--- src/rtl/gtt_pkg.sv ---
package gtt_pkg;
  localparam int unsigned CTRL_EN_BIT   = 0;
  localparam int unsigned CTRL_HALT_BIT = 1;
  localparam int unsigned CTRL_PREC_BIT = 2;
  localparam int unsigned CTRL_BITS     = CTRL_PREC_BIT + 1;
  localparam int unsigned ACC_LOG2      = 6;

  typedef struct packed {
    logic prec;
    logic halt;
    logic en;
  } ctrl_t;

  typedef enum logic {
    SEL_CTRL  = 1'b0,
    SEL_COUNT = 1'b1
  } sel_e;
endpackage

--- src/rtl/gtt_divider.sv ---
// Power-of-two phase divider: tick_o marks the step that closes a period.
module gtt_divider #(
  parameter int unsigned LOG2 = 2
) (
  input  logic clk,
  input  logic rst_n,
  input  logic step_i,
  output logic tick_o
);
  logic [LOG2-1:0] phase_q;
  logic [LOG2-1:0] phase_d;

  always_comb begin
    phase_d = phase_q + 1'b1;
  end

  always_ff @(posedge clk or negedge rst_n) begin
    if (!rst_n) begin
      phase_q <= '0;
    end else if (step_i) begin
      phase_q <= phase_d;
    end
  end

  assign tick_o = step_i && (&phase_q);
endmodule

--- src/rtl/gtt_count_reg.sv ---
// Count register: load wins over increment.
module gtt_count_reg #(
  parameter int unsigned W = 16
) (
  input  logic         clk,
  input  logic         rst_n,
  input  logic         load_i,
  input  logic [W-1:0] load_val_i,
  input  logic         inc_i,
  output logic [W-1:0] count_o
);
  logic [W-1:0] cnt_q;
  logic [W-1:0] cnt_d;
  logic         cnt_ce;

  always_comb begin
    cnt_ce = load_i || inc_i;
    if (load_i) begin
      cnt_d = load_val_i;
    end else begin
      cnt_d = cnt_q + 1'b1;
    end
  end

  always_ff @(posedge clk or negedge rst_n) begin
    if (!rst_n) begin
      cnt_q <= '0;
    end else if (cnt_ce) begin
      cnt_q <= cnt_d;
    end
  end

  assign count_o = cnt_q;
endmodule

--- src/rtl/gtt_ctrl_reg.sv ---
// Control word with a write-once precision flag.
module gtt_ctrl_reg
  import gtt_pkg::*;
(
  input  logic                 clk,
  input  logic                 rst_n,
  input  logic                 wr_i,
  input  logic [CTRL_BITS-1:0] wdata_i,
  output ctrl_t                ctrl_o
);
  ctrl_t ctrl_q;
  ctrl_t ctrl_d;
  logic  lock_q;

  always_comb begin
    ctrl_d      = ctrl_q;
    ctrl_d.en   = wdata_i[CTRL_EN_BIT];
    ctrl_d.halt = wdata_i[CTRL_HALT_BIT];
    if (!lock_q) begin
      ctrl_d.prec = wdata_i[CTRL_PREC_BIT];
    end
  end

  always_ff @(posedge clk or negedge rst_n) begin
    if (!rst_n) begin
      ctrl_q <= '0;
      lock_q <= 1'b0;
    end else if (wr_i) begin
      ctrl_q <= ctrl_d;
      lock_q <= 1'b1;
    end
  end

  assign ctrl_o = ctrl_q;
endmodule

--- src/rtl/gated_tick_timer.sv ---
module gated_tick_timer
  import gtt_pkg::*;
#(
  parameter int unsigned CNT_W    = 16,
  parameter int unsigned PRE_LOG2 = 2,
  parameter int unsigned ACC_DIV_LOG2 = ACC_LOG2
) (
  input  logic             clk,
  input  logic             rst_n,
  input  logic             test_mode_i,
  input  logic             wait_i,
  input  logic             bus_valid_i,
  input  logic             bus_write_i,
  input  logic             bus_addr_i,
  input  logic [CNT_W-1:0] wr_data_i,
  output logic [CNT_W-1:0] rd_data_o,
  output logic             acc_tick_o,
  output logic             acc_stop_o
);
  localparam int unsigned SYNC_STAGES = 2;

  logic [SYNC_STAGES-1:0] rst_pipe_q;
  logic                   rst_n_sync;
  ctrl_t                  ctrl;
  logic                   ctrl_wr;
  logic                   cnt_wr;
  logic                   halted;
  logic                   running;
  logic                   pre_tick;
  logic [CNT_W-1:0]       count_q;
  sel_e                   sel;

  always_ff @(posedge clk or negedge rst_n) begin
    if (!rst_n) begin
      rst_pipe_q <= '0;
    end else begin
      rst_pipe_q <= {rst_pipe_q[SYNC_STAGES-2:0], 1'b1};
    end
  end
  assign rst_n_sync = rst_pipe_q[SYNC_STAGES-1];

  assign sel     = sel_e'(bus_addr_i);
  assign ctrl_wr = bus_valid_i && bus_write_i && (sel == SEL_CTRL);
  assign cnt_wr  = bus_valid_i && bus_write_i && (sel == SEL_COUNT) && test_mode_i;

  gtt_ctrl_reg u_ctrl (
    .clk     (clk),
    .rst_n   (rst_n_sync),
    .wr_i    (ctrl_wr),
    .wdata_i (wr_data_i[CTRL_BITS-1:0]),
    .ctrl_o  (ctrl)
  );

  assign halted     = ctrl.halt && wait_i;
  assign running    = ctrl.en && !halted;
  assign acc_stop_o = halted;

  gtt_divider #(.LOG2(PRE_LOG2)) u_pre (
    .clk    (clk),
    .rst_n  (rst_n_sync),
    .step_i (running),
    .tick_o (pre_tick)
  );

  gtt_divider #(.LOG2(ACC_DIV_LOG2)) u_acc (
    .clk    (clk),
    .rst_n  (rst_n_sync),
    .step_i (pre_tick),
    .tick_o (acc_tick_o)
  );

  gtt_count_reg #(.W(CNT_W)) u_cnt (
    .clk        (clk),
    .rst_n      (rst_n_sync),
    .load_i     (cnt_wr),
    .load_val_i (wr_data_i),
    .inc_i      (pre_tick),
    .count_o    (count_q)
  );

  always_comb begin
    rd_data_o = '0;
    if (bus_valid_i) begin
      case (sel)
        SEL_COUNT: rd_data_o = count_q;
        default: begin
          rd_data_o[CTRL_EN_BIT]   = ctrl.en;
          rd_data_o[CTRL_HALT_BIT] = ctrl.halt;
          rd_data_o[CTRL_PREC_BIT] = ctrl.prec;
        end
      endcase
    end
  end
endmodule

--- config.mk ---
export PLATFORM = sky130hd
export DESIGN_NAME = gated_tick_timer
export DESIGN_NICKNAME = d
export VERILOG_FILES = /design/src/rtl/gtt_pkg.sv /design/src/rtl/gtt_divider.sv /design/src/rtl/gtt_count_reg.sv /design/src/rtl/gtt_ctrl_reg.sv /design/src/rtl/gated_tick_timer.sv
export SDC_FILE = /design/constraint.sdc
export NUM_CORES = 1
export LEC_CHECK = 0
export BUFFER_PORTS_ARGS = -buffer_cell sky130_fd_sc_hd__buf_2
export CAP_MARGIN = 30
export CELL_PAD_IN_SITES_DETAIL_PLACEMENT = 1
export CELL_PAD_IN_SITES_GLOBAL_PLACEMENT = 1
export CORE_MARGIN = 4
export CORE_UTILIZATION = 36
export DETAILED_ROUTE_END_ITERATION = 12
export HOLD_SLACK_MARGIN = 0.08
export MAX_ROUTING_LAYER = met4
export PLACE_DENSITY = 0.73
export SETUP_SLACK_MARGIN = 0.2
export SYNTH_ARGS = -nofsm -noshare
export SYNTH_HDL_FRONTEND = slang
export SYNTH_SLANG_ARGS = --single-unit
--- constraint.sdc ---
create_clock -name clk -period 1.2 [get_ports clk]
set_clock_uncertainty 0.1 [all_clocks]
set_input_delay 0.06 -clock clk [delete_from_list [all_inputs] [get_ports clk]]
set_output_delay 0.06 -clock clk [all_outputs]
set_load 0.03 [all_outputs]
Yosys cells after proc, flatten, opt, wreduce, memory -nomap -nowiden
Cells that the tools add are included.

operators by class
  add/sub/neg operators = 3
  $mul = 0
  divide/modulo/power cells = 0
  $lt $le $gt $ge = 0
  equal/unequal tests = 0
  shifts and indexed selects = 0
  mux-type cells = 4
  bitwise logic cells = 2
  reduce and logical (&&, ||, !) cells = 13

operator list
  cell                                            number
  2-to-1 mux 16 bit                               2
  adder 16 x 1 -> 16 bit (second input constant)  1
  2-to-1 mux 13 bit                               1
  logical AND 1 bit                               8
  adder 6 x 1 -> 6 bit (second input constant)    1
  AND reduction 6 bit                             1
  AND reduction 2 bit                             2
  2-to-1 mux 3 bit                                1
  adder 2 x 1 -> 2 bit (second input constant)    1
  NOT 1 bit                                       2
  logical NOT 1 bit                               1
  logical OR 1 bit                                1

word-level totals
  register bits after elaboration = 30
  bits in latches = 0
  memory bits (writable) = 0
  bits in read-only memories = 0
  input bits = 23
  output and inout bits = 18
  logic and storage cells = 30
  memories kept = 0

Logic depth before layout (Yosys ltp)
  word-level depth = 5
  depth in mapped cells = 6
  gate-level depth less buffers = 6

Cells and area by module
Synthesis repeated with hierarchy kept, for this count alone.

second synthesis, totals
  cells, all modules = 164
  area total of the unflattened synthesis = 1,705.4 sq um

by module, submodules not included
  module                times used  cells an instance  area each (sq um)  seq. area each (sq um)
  gtt_count_reg         1           99                 943.4              400.4
  gated_tick_timer      1           30                 256.5              50.0
  gtt_divider at u_acc  1           20                 254.0              150.1
  gtt_ctrl_reg          1           9                  157.7              100.1
  gtt_divider at u_pre  1           6                  93.8               50.0

Worst setup path after synthesis
Ideal clock, no wire load.

  path kind = reg-to-output
  from = register u_ctrl.ctrl_q, in the netlist u_ctrl.ctrl_o[1]
  to = output port acc_tick_o
  data arrival time = 1,466 ps
  data required time = 1,040 ps
  path slack = -426 ps
  stages on the path, launching flop included = 6
  path buffers = 1
  path through = dfrtp_1 -> a21boi_4 -> and2_1 -> buf_4 -> nand3_1 -> nor2_1

on the way
  cells in the longest elaborated chain, start to end = 5

ends and longest elaborated chain
  what                             RTL line                text
  from (decl)                      gtt_ctrl_reg.sv:11      ctrl_t ctrl_q;
  from (signal assigned)           gtt_ctrl_reg.sv:29      ctrl_q <= ctrl_d;
  logical AND 1 bit                gated_tick_timer.sv:54  assign halted = ctrl.halt && wait_i;
  logical NOT 1 bit                gated_tick_timer.sv:55  assign running = ctrl.en && !halted;
  logical AND 1 bit                gated_tick_timer.sv:55
  logical AND 1 bit (2 in series)  gtt_divider.sv:25       assign tick_o = step_i && (&phase_q);
  to (decl)                        gated_tick_timer.sv:17  output logic acc_tick_o,

Every way passes these cells.

Worst setup path after layout
  from = register u_ctrl.ctrl_q, in the netlist u_ctrl.ctrl_o[1]
  to = register u_cnt.cnt_q[10] (netlist: u_cnt.count_o[10])

on the way
  cells in the longest elaborated chain, start to end = 5

ends and longest elaborated chain
  what                  RTL line                text
  logical AND 1 bit     gated_tick_timer.sv:54
  logical NOT 1 bit     gated_tick_timer.sv:55
  logical AND 1 bit     gated_tick_timer.sv:55
  logical AND 1 bit     gtt_divider.sv:25
  logical OR 1 bit      gtt_count_reg.sv:17     cnt_ce = load_i || inc_i;
  to (signal assigned)  gtt_count_reg.sv:29     cnt_q <= cnt_d;
  to (decl)             gtt_count_reg.sv:12     logic [W-1:0] cnt_q;

Every way passes these cells.
A chain may end at the register's enable or synchronous reset.

==> flow_metrics.tcl <==
set metrics [dict create \
    status "complete, but fails checks" \
    violations "setup timing" \
    synth_seq_cells 30 \
    wl_per_cell_um 25.2 \
    finalHoldViolCount 0 \
    crit_fanout 4 \
    cts_root_buffer "clkbuf_8" \
    pin_count 41 \
    r2r-start "u_ctrl.ctrl_o[1]$_DFFE_PN0P_" \
    coreArea_sq_um 4380 \
    fin_nets 301 \
    setup_viol 39 \
    ant_nets 0 \
    drt_iter0_markers 111 \
    crit_required_ps 1260 \
    fp-row-count 24 \
    n_antenna_cell 0 \
    synth_common_cells "dfrtp_1, nor2_1, a21oi_1" \
    fp.dieH_um 75.3 \
    cp-end-kind "flop" \
    clock-sinks 30 \
    gr-total-overflow 0 \
    cts.clk_slew.worst_paths_ps 70 \
    period_share_pct 149 \
    die_w_um 75.3 \
    drc_errors 0 \
    synth_ff_type "dfrtp_1" \
    syn_avg_cell_area_sq_um 10.0 \
    cp-startpoint "u_ctrl.ctrl_o[1]$_DFFE_PN0P_" \
    fin_cells 326 \
    total_power_uw 6040 \
    fmax_mhz 560 \
    clk_path_buf_depth 2 \
    grt_pass1_vias 1881 \
    firstDrtPassIters 4 \
    nFillCells 430 \
    vias 1775 \
    timing.critical_path.to "u_cnt.count_o[10]$_DFFE_PN0P_" \
    io_buffers 40 \
    grt_setup_unrepaired "yes" \
    slew_violations 0 \
    synth_cell_types 31 \
    max_cap_violations 0 \
    grt_max_degree 33 \
    synth_area_sq_um 1630 \
    async_flop_share_pct 100 \
    area_growth_pct 89.0 \
    yosys_warnings 0 \
    peakVddDrop_mv 1.25 \
    die_area_sq_um 5670 \
    dp_cells 277 \
    ff2ff_setup_slack_ps -590 \
    r2r_cells 8 \
    use_met1_pct 27.7 \
    min_period_ps 1790 \
    pre_cts_ws_ps -518 \
    fin_ws_ps -586 \
    r2r-end "u_cnt.count_o[10]$_DFFE_PN0P_" \
    grt-busiest-layer "met2" \
    powerDensity_nw_per_um2 1960 \
    critical_path.startpoint_type "flop" \
    dp_hpwl_um 3370 \
    syn_nets 189 \
    hold_class "input pin to flop" \
    cts_buffers 5 \
    grtUsageTotal_pct 24.9 \
    totalWireLength_um 8220 \
    synth_top_area_share_pct 46.0 \
    htreeDepth 2 \
    grt_util_met2_pct 46.1 \
    place.gp.congestion 0.794 \
    grt_antenna_before_repair 0 \
    drive_gt1_share_pct 59.1 \
    cts_tree "done" \
    fin_hold_ws_ps 110 \
    start_util_pct 37.2 \
    clock_latency_ps 290 \
    synth_edf_count 0 \
    synth.most_common_cell "dfrtp_1" \
    yosys-top-cells-area "dfrtp_1, xnor2_1, nor2_1" \
    synthCells 163 \
    via_per_inst 5.44 \
    leakage_uw 0.00139 \
    synth_seq_area_share_pct 46.0 \
    critical_path_class "flop to flop" \
    synth_top_cell_by_area "dfrtp_1" \
    fin_tns_setup_ps -12890 \
    arrival_ps 1850 \
    use_met3_pct 3.69 \
    grt_first_pass_wirelength_um 10000 \
    hp-start "bus_write_i" \
]
[cell type report]
class / count / area [sq um] / area share, %
multi-input combinational: 122 / 1140 / 36.9
timing repair buffer: 112 / 1030 / 33.5
sequential: 30 / 752 / 24.4
clock buffer: 6 / 82.6 / 2.68
tap: 52 / 65.1 / 2.11
inverter: 4 / 15.0 / 0.487
[registers in the layout, indices dropped and copies added, names as in the netlist]
signal / cells
u_acc.phase_q: 6
u_cnt.count_o: 16
u_ctrl.ctrl_o: 3
u_ctrl.lock_q: 1
u_pre.phase_q: 2
rst_pipe_q: 2
[how the worst min path moves through the flow]
stage	end	slack (ps)	depth (start not counted)
after floorplan	rst_pipe_q[0]$_DFF_PN0_	-340	0
after global placement	rst_pipe_q[0]$_DFF_PN0_	-250	1
after detailed placement	rst_pipe_q[0]$_DFF_PN0_	-250	1
after CTS	u_ctrl.lock_q$_DFFE_PN0P_	90	3
after global routing	u_ctrl.lock_q$_DFFE_PN0P_	150	3
final	u_ctrl.lock_q$_DFFE_PN0P_	110	3
[worst max-delay path, cell delays in order, from the launching register on]
cell	delay [ps]
dfrtp_1	430
a21boi_4	190
buf_6	140
buf_12	100
nand3_4	120
buf_4	170
nor2_2	90
xnor2_1	160
a21oi_1	140
[stage by stage]
step / instance area (sq um) / util [%]
after floorplan: 1670 / -
after CTS: 2740 / 62.6
after global placement: 2110 / 48.1
after global routing: 3080 / 70.3
after detailed placement: 2110 / 48.1
final: 3080 / 70.3
[layout by cell type, fill, tap and decap left out, types with 3 or more instances in the layout]
master and count:
buf_6 45, dfrtp_1 29, buf_4 24, buf_2 22, dlygate4sd3_1 18, nor2_1 16, and3_4 12, a21oi_1 11
xnor2_1 10, xor2_1 7, clkbuf_8 6, a21oi_2 5, nand3_2 4, nor2_2 4, nand4_1 4, mux2_4 4
nand2_1 4, inv_1 4, mux2i_2 3, nor2b_2 3, xnor2_2 3, nor3_4 3
[repair_timing]
action,in CTS,in global routing
endpoints found under the hold margin,21,0
setup buffers,11,14
pin swaps,21,18
endpoints found under the setup margin,45,44
hold buffers,18,0
gates resized for setup,75,49
[power breakdown]
group	internal, uW	leakage [uW]	switching [uW]
Clock	443	0.0000431	426
Sequential	1330	0.000347	395
Combinational	1870	0.00100	1590
Total	3640	0.00139	2410
[metal layers]
| metal | vias to the layer above | wire length, um | part of all wire, % |
|---|---|---|---|
| li1 | 778 | - | - |
| met1 | 907 | 3080 | 38 |
| met2 | 64 | 4500 | 55 |
| met3 | 26 | 344 | 4.2 |
| met4 | 0 | 286 | 3.5 |
| met5 | - | 0 | 0 |
[cell families after synthesis]
group	Yosys count	synth area share, %
compound gates	17	6.06
xor+xnor	21	11.3
fa+ha+maj	3	2.30
buf+inv	11	3.60
flops	30	46.0
mux	9	5.90
other cells	1	0.230
simple gates	71	24.6
(Power assumes the default switching activity.)
